`src/rtl/fpr_pkg.sv`:
```
// Shared types for the rounding stage.
// Assumes: the mode encoding below is the one seen at the top-level port.
package fpr_pkg;
    typedef enum logic [1:0] {
        RM_NEAR_EVEN = 2'b00,
        RM_TO_ZERO   = 2'b01,
        RM_TO_POS    = 2'b10,
        RM_TO_NEG    = 2'b11
    } rmode_e;
endpackage

```
`src/rtl/fpr_incr_decide.sv`:
```
// Decides whether the truncated significand must be bumped by one ulp.
// Assumes: guard/round/sticky are already aligned below the fraction LSB.
module fpr_incr_decide
    import fpr_pkg::*;
(
    input  rmode_e mode_i,
    input  logic   sign_i,
    input  logic   lsb_i,
    input  logic   guard_i,
    input  logic   round_i,
    input  logic   sticky_i,
    output logic   inc_o
);
    logic any_low;

    // Pick the increment rule for the selected mode.
    always_comb begin
        any_low = guard_i | round_i | sticky_i;
        unique case (mode_i)
            RM_NEAR_EVEN: inc_o = guard_i & (round_i | sticky_i | lsb_i);
            RM_TO_ZERO:   inc_o = 1'b0;
            RM_TO_POS:    inc_o = ~sign_i & any_low;
            RM_TO_NEG:    inc_o = sign_i & any_low;
            default:      inc_o = 1'b0;
        endcase
    end

    // Exact inputs never round, whatever the mode (R3 covers truncation).
    always_comb begin
        if (!(guard_i | round_i | sticky_i))
            a_r3_exact_no_inc: assert (!inc_o);
        if (mode_i == RM_TO_ZERO)
            a_r3_toward_zero_truncates: assert (!inc_o);
    end
endmodule

```
`src/rtl/fpr_sig_adjust.sv`:
```
// Adds the rounding increment and renormalizes on carry-out.
// Assumes: sig_i has its hidden one set (normalized input).
module fpr_sig_adjust #(
    parameter int FRAC_W = 23,
    parameter int EXPI_W = 10
) (
    input  logic signed [EXPI_W-1:0] exp_i,
    input  logic        [FRAC_W:0]   sig_i,
    input  logic                     inc_i,
    output logic signed [EXPI_W-1:0] exp_o,
    output logic        [FRAC_W-1:0] frac_o
);
    localparam int SIG_W = FRAC_W + 1;

    logic [SIG_W:0] sum;

    // Increment, then shift right by one and bump the exponent on carry-out.
    always_comb begin
        sum = {1'b0, sig_i} + {{SIG_W{1'b0}}, inc_i};
        if (sum[SIG_W]) begin
            frac_o = sum[SIG_W-1:1];
            exp_o  = exp_i + EXPI_W'(1);
        end else begin
            frac_o = sum[FRAC_W-1:0];
            exp_o  = exp_i;
        end
    end

    // Exponent and fraction read as one integer move up by exactly the increment.
    always_comb begin
        a_r6_renorm_is_plus_one: assert ({exp_o, frac_o} ==
            ({exp_i, sig_i[FRAC_W-1:0]} + {{(EXPI_W+FRAC_W-1){1'b0}}, inc_i}));
    end
endmodule

```
`src/rtl/fpr_pack_sat.sv`:
```
// Detects exponent overflow, saturates per mode and sign, and packs the word.
// Assumes: exp_i is at least 1; lower exponents are outside the contract.
module fpr_pack_sat
    import fpr_pkg::*;
#(
    parameter int FRAC_W = 23,
    parameter int EXP_W  = 8,
    parameter int EXPI_W = 10
) (
    input  rmode_e                        mode_i,
    input  logic                          sign_i,
    input  logic signed [EXPI_W-1:0]      exp_i,
    input  logic        [FRAC_W-1:0]      frac_i,
    output logic        [EXP_W+FRAC_W:0]  result_o,
    output logic                          ovf_o
);
    localparam logic signed [EXPI_W-1:0] EXP_TOP = EXPI_W'((1 << EXP_W) - 1);
    localparam logic [EXP_W-1:0]  EXP_ONES = {EXP_W{1'b1}};
    localparam logic [EXP_W-1:0]  EXP_MAXF = {{(EXP_W-1){1'b1}}, 1'b0};

    logic to_inf;

    // Choose infinity or the largest finite value, otherwise pack as is.
    always_comb begin
        ovf_o  = (exp_i >= EXP_TOP);
        to_inf = (mode_i == RM_NEAR_EVEN)
               | ((mode_i == RM_TO_POS) & ~sign_i)
               | ((mode_i == RM_TO_NEG) &  sign_i);
        if (!ovf_o)
            result_o = {sign_i, exp_i[EXP_W-1:0], frac_i};
        else if (to_inf)
            result_o = {sign_i, EXP_ONES, {FRAC_W{1'b0}}};
        else
            result_o = {sign_i, EXP_MAXF, {FRAC_W{1'b1}}};
    end

    // A saturated result is infinity or the largest finite value, never a NaN.
    always_comb begin
        if (ovf_o)
            a_r7_sat_form: assert (
                (result_o[FRAC_W+EXP_W-1:FRAC_W] == EXP_ONES && result_o[FRAC_W-1:0] == '0) ||
                (result_o[FRAC_W+EXP_W-1:FRAC_W] == EXP_MAXF && result_o[FRAC_W-1:0] == '1));
        if (!ovf_o && exp_i > 0)
            a_r12_finite_exp: assert (result_o[FRAC_W+EXP_W-1:FRAC_W] != EXP_ONES);
    end
endmodule

```
`src/rtl/fp_round_unit.sv`:
```
// Four-mode rounding stage for single precision: decides, increments, saturates.
// Assumes: normalized significand, exponent >= 1, guard/round/sticky from upstream.
module fp_round_unit
    import fpr_pkg::*;
#(
    parameter int FRAC_W  = 23,
    parameter int EXP_W   = 8,
    parameter int EXPI_W  = 10,
    parameter bit OUT_REG = 1'b1
) (
    input  logic                     clk,
    input  logic                     rst_n,
    input  logic                     sign_i,
    input  logic signed [EXPI_W-1:0] exp_i,
    input  logic        [FRAC_W:0]   sig_i,
    input  logic                     guard_i,
    input  logic                     round_i,
    input  logic                     sticky_i,
    input  logic        [1:0]        mode_i,
    output logic [EXP_W+FRAC_W:0]    result_o,
    output logic                     inexact_o,
    output logic                     overflow_o
);
    localparam int RES_W = 1 + EXP_W + FRAC_W;

    rmode_e                    mode;
    logic                      inc;
    logic signed [EXPI_W-1:0]  exp_adj;
    logic        [FRAC_W-1:0]  frac_adj;
    logic        [RES_W-1:0]   res_c;
    logic                      ovf_c;
    logic                      inx_c;

    assign mode  = rmode_e'(mode_i);
    assign inx_c = guard_i | round_i | sticky_i;

    fpr_incr_decide u_decide (
        .mode_i   (mode),
        .sign_i   (sign_i),
        .lsb_i    (sig_i[0]),
        .guard_i  (guard_i),
        .round_i  (round_i),
        .sticky_i (sticky_i),
        .inc_o    (inc)
    );

    fpr_sig_adjust #(.FRAC_W(FRAC_W), .EXPI_W(EXPI_W)) u_adjust (
        .exp_i  (exp_i),
        .sig_i  (sig_i),
        .inc_i  (inc),
        .exp_o  (exp_adj),
        .frac_o (frac_adj)
    );

    fpr_pack_sat #(.FRAC_W(FRAC_W), .EXP_W(EXP_W), .EXPI_W(EXPI_W)) u_pack (
        .mode_i   (mode),
        .sign_i   (sign_i),
        .exp_i    (exp_adj),
        .frac_i   (frac_adj),
        .result_o (res_c),
        .ovf_o    (ovf_c)
    );

    generate
        if (OUT_REG) begin : g_reg
            logic run_q;

            // Capture the rounded word and flags; clear them in reset.
            always_ff @(posedge clk) begin
                if (!rst_n) begin
                    result_o   <= '0;
                    inexact_o  <= 1'b0;
                    overflow_o <= 1'b0;
                    run_q      <= 1'b0;
                end else begin
                    result_o   <= res_c;
                    inexact_o  <= inx_c;
                    overflow_o <= ovf_c;
                    run_q      <= 1'b1;
                end
            end

            a_r10_inexact_follows: assert property (@(posedge clk) disable iff (!rst_n)
                run_q |-> (inexact_o == $past(guard_i | round_i | sticky_i)));
            a_r12_sign_follows: assert property (@(posedge clk) disable iff (!rst_n)
                run_q |-> (result_o[RES_W-1] == $past(sign_i)));
            a_r3_zero_mode_no_growth: assert property (@(posedge clk) disable iff (!rst_n)
                (run_q && $past(mode_i) == 2'b01 && !overflow_o) |->
                (result_o[FRAC_W-1:0] == $past(sig_i[FRAC_W-1:0])));
        end else begin : g_comb
            assign result_o   = res_c;
            assign inexact_o  = inx_c;
            assign overflow_o = ovf_c;
        end
    endgenerate
endmodule

```
`config.mk`:
```
export PLATFORM = sky130hd
export DESIGN_NAME = fp_round_unit
export DESIGN_NICKNAME = d
export VERILOG_FILES = /design/src/rtl/fpr_pkg.sv /design/src/rtl/fpr_incr_decide.sv /design/src/rtl/fpr_sig_adjust.sv /design/src/rtl/fpr_pack_sat.sv /design/src/rtl/fp_round_unit.sv
export SDC_FILE = /design/constraint.sdc
export NUM_CORES = 1
export LEC_CHECK = 0
export ABC_CLOCK_PERIOD_IN_PS = 4800
export BUFFER_PORTS_ARGS = -buffer_cell sky130_fd_sc_hd__buf_2
export CORE_MARGIN = 2
export CORE_UTILIZATION = 47
export CTS_CLUSTER_SIZE = 24
export DETAILED_ROUTE_END_ITERATION = 12
export HOLD_SLACK_MARGIN = 0.06
export PLACE_DENSITY = 0.73
export SKIP_CTS_REPAIR_TIMING = 1
export SYNTH_ARGS = -nofsm -noshare
export SYNTH_HDL_FRONTEND = slang
export SYNTH_HIERARCHICAL = 1
export SYNTH_SLANG_ARGS = --single-unit
```
`constraint.sdc`:
```
create_clock -name clk -period 4.8 [get_ports clk]
set_input_delay 0.48 -clock clk [delete_from_list [all_inputs] [get_ports clk]]
set_output_delay 0.48 -clock clk [all_outputs]
set_load 0.01 [all_outputs]
```
==> impl_metrics.csv, run 1 <==
group,metric,value,unit
detailed_routing,drt-total-wl,6309,um
synthesis,synth_nets,353,
setup_path,setup.worst_path.end,"result_o[23]$_SDFF_PN0_",
cells_and_area,drive_above_1_share,32.00,%
sta,setup_violations,0,
cells_and_area,area_growth,17.80,%
synthesis,ys.flop_type,"dfxtp_1",
cts,cts.sinks,34,
setup_path,path_cells,"buf_2 > nor2b_1 > mux2i_1 > o221a_1 > ha_1 > ha_1 > nand3_2 > or4_1 > nor4_2 > xor2_1 > and4_1 > buf_4 > a21oi_1 > a211o_1 > and2_1",
detailed_routing,num_vias,2523,
setup_path,worstPathRequired,4.98,ns
sta,tightest_slew,0.8249,ns
pwr,total_leakage_power,1.240,nW
sta,finalMaxSlewViolations,0,
flow_run,cap_violations,0,
sta,tns,0,ns
grt,grt_first_pass_wirelength,10520,um
sta,finalCritPeriodShare,89.51,%
synthesis,ys_seq_area_share,25.89,%
detailed_routing,detail_route.iter0.violations,93,
placement,dp_hpwl,4584,um
synthesis,netlist_area,2629,um2
detailed_routing,wl_per_cell,14.11,um
synthesis,synth.avg_cell_area,8.535,um2
setup_path,critPathMaxStageDelay,0.77,ns
cells_and_area,fin_area,3097,um2
cts,clk_pin_slew,0.06,ns
detailed_routing,avgViaCountPerCell,5.644,
floorplan,ios,76,
floorplan,coreArea,5439,um2
setup_path,crit_slowest_cell,"or4_1",
setup_path,crit_start,"mode_i[1]",
min_path,hp-class,"in2reg",
pwr,ir_drop,0.1151,mV
placement,port_buffers,75,
setup_path,path_max_fanout,14,
cts,root_buffer,"clkbuf_8",
sta,rsz0062_at_grt,"no",
detailed_routing,routed.top_layer,"met4",
cts,cts_max_path_buffers,2,
cells_and_area,diodes,0,
detailed_routing,routed-wl-met3,405,um
sta,fmax,232.7,MHz
placement,place_congestion,0.9705,
placement,placed_area,3005,um2
sta,min_period,4.297,ns
pwr,powerDensity,228.0,nW/um2
cts,cts_buffers,5,
synthesis,yosys_warnings,6,
synthesis,synth_edf_count,0,
floorplan,initial_utilization,48.33,%
synthesis,synthCells,308,
floorplan,die-area,6207,um2
outcome,status,"finished clean",
floorplan,fp.dieH,78.79,um
grt,grt_pass1_vias,2267,
detailed_routing,drt-pass1-iter-count,4,
setup_path,arrival,4.47,ns
setup_path,crit_path_end_kind,"flop",
sta,maxSlewHeadroom,45.00,%
detailed_routing,drtAntennaViolNets,0,
setup_path,path_class,"in2reg",
setup_path,start_kind,"input pin",
floorplan,rows,27,
detailed_routing,drc,0,
grt,grt_max_degree,35,
synthesis,ys_ff_latch,34,
synthesis,yosysUniqueCellTypes,49,
cts,htreeDepth,2,
cts,cts_tree,"yes",
grt,grt_usage,21.04,%
sta,hold_viol,0,
detailed_routing,met1Wirelength,2974,um
setup_path,cp_common_cell,"ha_1",
synthesis,synthArstFlopShare,0,%
detailed_routing,wl_met2,2876,um
grt,globalRouteOverflowTotal,0,
grt,antenna_found_initial,0,
cells_and_area,final_nets,419,
floorplan,die_x,78.79,um
-- worst min-delay path by stage --
stage | from | end | cells after the start
floorplan | sticky_i | inexact_o$_SDFF_PN0_ | 1
global placement | guard_i | inexact_o$_SDFF_PN0_ | 2
detailed placement | guard_i | inexact_o$_SDFF_PN0_ | 2
CTS | guard_i | inexact_o$_SDFF_PN0_ | 2
global route | guard_i | inexact_o$_SDFF_PN0_ | 2
finish | guard_i | inexact_o$_SDFF_PN0_ | 2
-- synth_stat cells (7+ instances only) --
cell type	n	area (um2)
nand2_1	14	52.55
dfxtp_1	34	680.7
nor2b_1	26	162.7
a21oi_1	8	40.04
nor2_1	13	48.80
nand4_1	7	43.79
nand2b_1	9	56.30
a211oi_1	27	202.7
and2_1	34	212.7
xnor2_1	13	113.9
nand3_1	15	75.07
a211oi_2	20	250.2
buf_2	9	45.04
-- cells in the final DEF (no fill, tap or decap), types with 6 or more instances in the layout --
cell type / count
a211oi_2: 20
nand4_1: 7
dfxtp_1: 34
nand3_1: 15
and4_1: 6
a21oi_1: 8
and2_1: 34
xnor2_1: 13
nand2b_1: 9
nor2b_1: 26
buf_4: 6
nor2_1: 13
nand2_1: 14
buf_2: 75
a211oi_1: 27
clkbuf_8: 6
-- state kept, by name (all words and copies together) (netlist names) --
register and flops:
result_o 32, inexact_o 1, overflow_o 1
-- cell families (layout without fill, tap and decap cells) --
family	after synthesis	after routing	share of synthesized area, %
xor+xnor	19	19	6.330
mux	4	4	1.618
fa+ha+maj	3	3	1.428
simple gates	149	149	34.94
compound gates	72	72	23.70
buf+inv	27	94	6.092
flops	34	34	25.89
-- critical path: cells and delay by family --
family	cells	cell delay [ns]
adders and majority gates	2	0.43
buffers and inverters	2	0.42
and+or+nand+nor	6	2.20
AOI/OAI and AO/OA	3	0.57
xor gates and xnor gates	1	0.23
muxes	1	0.13
-- power breakdown --
group / internal [mW] / switching (mW) / total [mW]
clock: 0.116 / 0.101 / 0.216
sequential: 0.303 / 0.00499 / 0.308
combinational: 0.0814 / 0.100 / 0.182
-- per-layer routing --
layer  vias to the layer above  global-route usage (%)
met3                         6                   4.318
met1                      1185                   28.23
met4                         0                   4.912
met5                         -                       0
met2                        75                   34.70
li1                       1257                       -
-- stage by stage --
step                      cells  power [mW]  hold slack, ns  setup slack, ns  util [%]
after detailed placement    439      0.4959          0.7341           0.2934     55.26
final                       447      0.7061          0.4392           0.5033     56.94
after global routing        447      0.7463          0.4481           0.2435     56.94
after CTS                   447      0.7130          0.4413           0.5398     56.94
after floorplan             308      0.4302          0.5979            1.211         -
after global placement      439      0.4926          0.7270           0.3739     55.26
-- layout make-up --
cell class | count | area (um2)
Multi-Input combinational cell | 247 | 1795
Fill cell | 521 | 2342
Sequential cell | 34 | 680.7
Tap cell | 72 | 90.09
Clock inverter | 1 | 5.005
Clock buffer | 7 | 86.33
Inverter | 5 | 18.77
Timing Repair Buffer | 81 | 420.4
Note: power is estimated with default switching activity, not from simulation.
==> run 2, diff against run 1 <==
Settings changed: CORE_UTILIZATION 47 to 30, PLACE_DENSITY 0.73 to not set.
==> run 2 against run 1 <==
Against the previous run:
- power is 5.3% higher
- setup slack better by 0.30 ns
- flip-flop and latch count stayed put
- wire length up 9.3%
- critical path depth unchanged
- sequential power barely moved
- cell count grew 8.1%
- maximum frequency rose by 7.4%
- global-route usage down 6.4 points
- die area is 53% higher
- critical path type unchanged
- largest cell class unchanged
==> impl_metrics.csv, run 2 (synthesis results as in run 1) <==
group,metric,value,unit
grt,grt_pass1_vias,2352,
outcome,status,"finished clean",
cells_and_area,area_growth,20.23,%
setup_path,crit_path_end_kind,"flop",
pwr,p_int,529.2,uW
cells_and_area,n_fill_cell,938,
cts,root_buffer,"clkbuf_8",
sta,fmax,250.1,MHz
cells_and_area,drive_above_1_share,32.27,%
cts,cts.sinks,34,
sta,whs,0.4450,ns
placement,placed_area,3050,um2
floorplan,rows,34,
setup_path,start_kind,"input pin",
sta,finalMaxSlewViolations,0,
sta,hold_viol,0,
floorplan,fp.dieH,97.61,um
floorplan,die-area,9528,um2
cts,clk_pin_slew,0.07,ns
detailed_routing,drtAntennaViolNets,0,
setup_path,worstPathRequired,4.97,ns
detailed_routing,drt-total-wl,6897,um
pwr,combPwrFrac,24.7,%
setup_path,arrival,4.17,ns
cells_and_area,regMostFlops,"result_o",
cts,cts_tree,"yes",
flow_run,cap_violations,0,
detailed_routing,drc,0,
sta,tns,0,ns
detailed_routing,detail_route.iter0.violations,98,
cells_and_area,layout_common_cells,"buf_2 (75), and2_1 (34), dfxtp_1 (34)",
setup_path,cp_common_cell,"ha_1",
floorplan,coreArea,8593,um2
setup_path,critPathMaxStageDelay,0.77,ns
placement,port_buffers,75,
detailed_routing,avgViaCountPerCell,5.116,
grt,grt_usage,14.65,%
grt,antenna_found_initial,0,
setup_path,crit_slowest_cell,"or4_1",
floorplan,initial_utilization,30.59,%
sta,finalCritPeriodShare,83.32,%
cts,cts_max_path_buffers,2,
cells_and_area,regArea,680.7,um2
cells_and_area,fin_area,3161,um2
setup_path,path_max_fanout,25,
detailed_routing,wl_per_cell,14.28,um
placement,place_congestion,0.9310,
cells_and_area,diodes,0,
cts,htreeDepth,2,
setup_path,path_class,"in2reg",
grt,grt_max_degree,35,
pwr,p_seq_share,41.4,%
placement,dp_hpwl,5142,um
sta,min_period,3.999,ns
pwr,powerDensity,235.1,nW/um2
sta,rsz0062_at_grt,"no",
grt,grt_first_pass_wirelength,11610,um
cells_and_area,final_nets,419,
pwr,p_clk_share,33.9,%
cells_and_area,multi_input_area,1795,um2
sta,tightest_slew,0.6905,ns
cells_and_area,fin_util,36.78,%
cells_and_area,top_regs,"result_o (32), inexact_o (1), overflow_o (1)",
pwr,total_leakage_power,1.250,nW
pwr,ir_drop,0.08767,mV
cells_and_area,largest_reg_flops,32,
pwr,p_sw_share,28.80,%
detailed_routing,drt-pass1-iter-count,4,
floorplan,ios,76,
setup_path,path_cells,"buf_2 > nor2b_1 > mux2i_1 > o221a_1 > ha_1 > ha_1 > nand3_2 > or4_1 > nor2_4 > buf_4 > xor2_1 > and4_1 > a21o_4 > a211oi_2 > and2_1",
sta,maxSlewHeadroom,53.97,%
sta,setup_violations,0,
detailed_routing,num_vias,2471,
min_path,hp-class,"in2reg",
grt,globalRouteOverflowTotal,0,
cells_and_area,mostFrequentLayoutCell,"buf_2",
floorplan,die_x,97.61,um
pwr,switchingPower,214.0,uW
cts,cts_buffers,5,
[run 2: cell count changes in the layout (fill, tap and decap cells not counted), sizes merged]
cell and change:
clkbuf +1, clkinv -1
[run 2: cell type report]
type | count | area share [%]
clock buffers | 8 | 3.484
inverters | 5 | 0.5938
multi-input cells | 247 | 56.81
flip-flops and latches | 34 | 21.54
well taps | 108 | 4.276
repair buffers | 81 | 13.30
[run 2: worst max-delay path, delay by kind of cell]
family | cells | cell delay, ns
AND/OR/NAND/NOR | 6 | 1.80
buffers and inverters | 2 | 0.35
XOR/XNOR | 1 | 0.25
multiplexers | 1 | 0.12
AO/OA/AOI/OAI | 3 | 0.71
adder cells (fa/ha/maj) | 2 | 0.45
[run 2: final timing paths]
kind | start | slack [ns] | end | depth (start not counted)
max | mode_i[1] | 0.80 | result_o[21]$_SDFF_PN0_ | 15
min | guard_i | 0.44 | inexact_o$_SDFF_PN0_ | 2
[run 2: stage by stage]
stage               setup slack, ns  power (mW)  std cells
global route                 0.5136      0.7866        483
floorplan                     1.211      0.4302        308
detailed placement           0.4991      0.4988        475
CTS                          0.8013      0.7518        483
finish                       0.8008      0.7431        483
global placement             0.5857      0.4956        475
[run 2: power by group through the flow]
stage	Sequential (mW)	Clock, mW	Combinational [mW]
6_report	0.308	0.252	0.183
3_3_place_gp	0.314	0	0.181
5_1_grt	0.310	0.272	0.204
3_5_place_dp	0.315	0	0.184
4_1_cts	0.308	0.259	0.185
2_1_floorplan	0.326	0	0.104
[run 2: metal layers]
layer	part of all wire (%)	vias up	GRT usage [%]	routed length, um
li1	-	1253	-	-
met1	47	1147	19.85	3240
met2	46	63	23.55	3163
met3	5.9	8	3.237	405
met4	1.3	0	3.846	87
met5	0	-	0	0
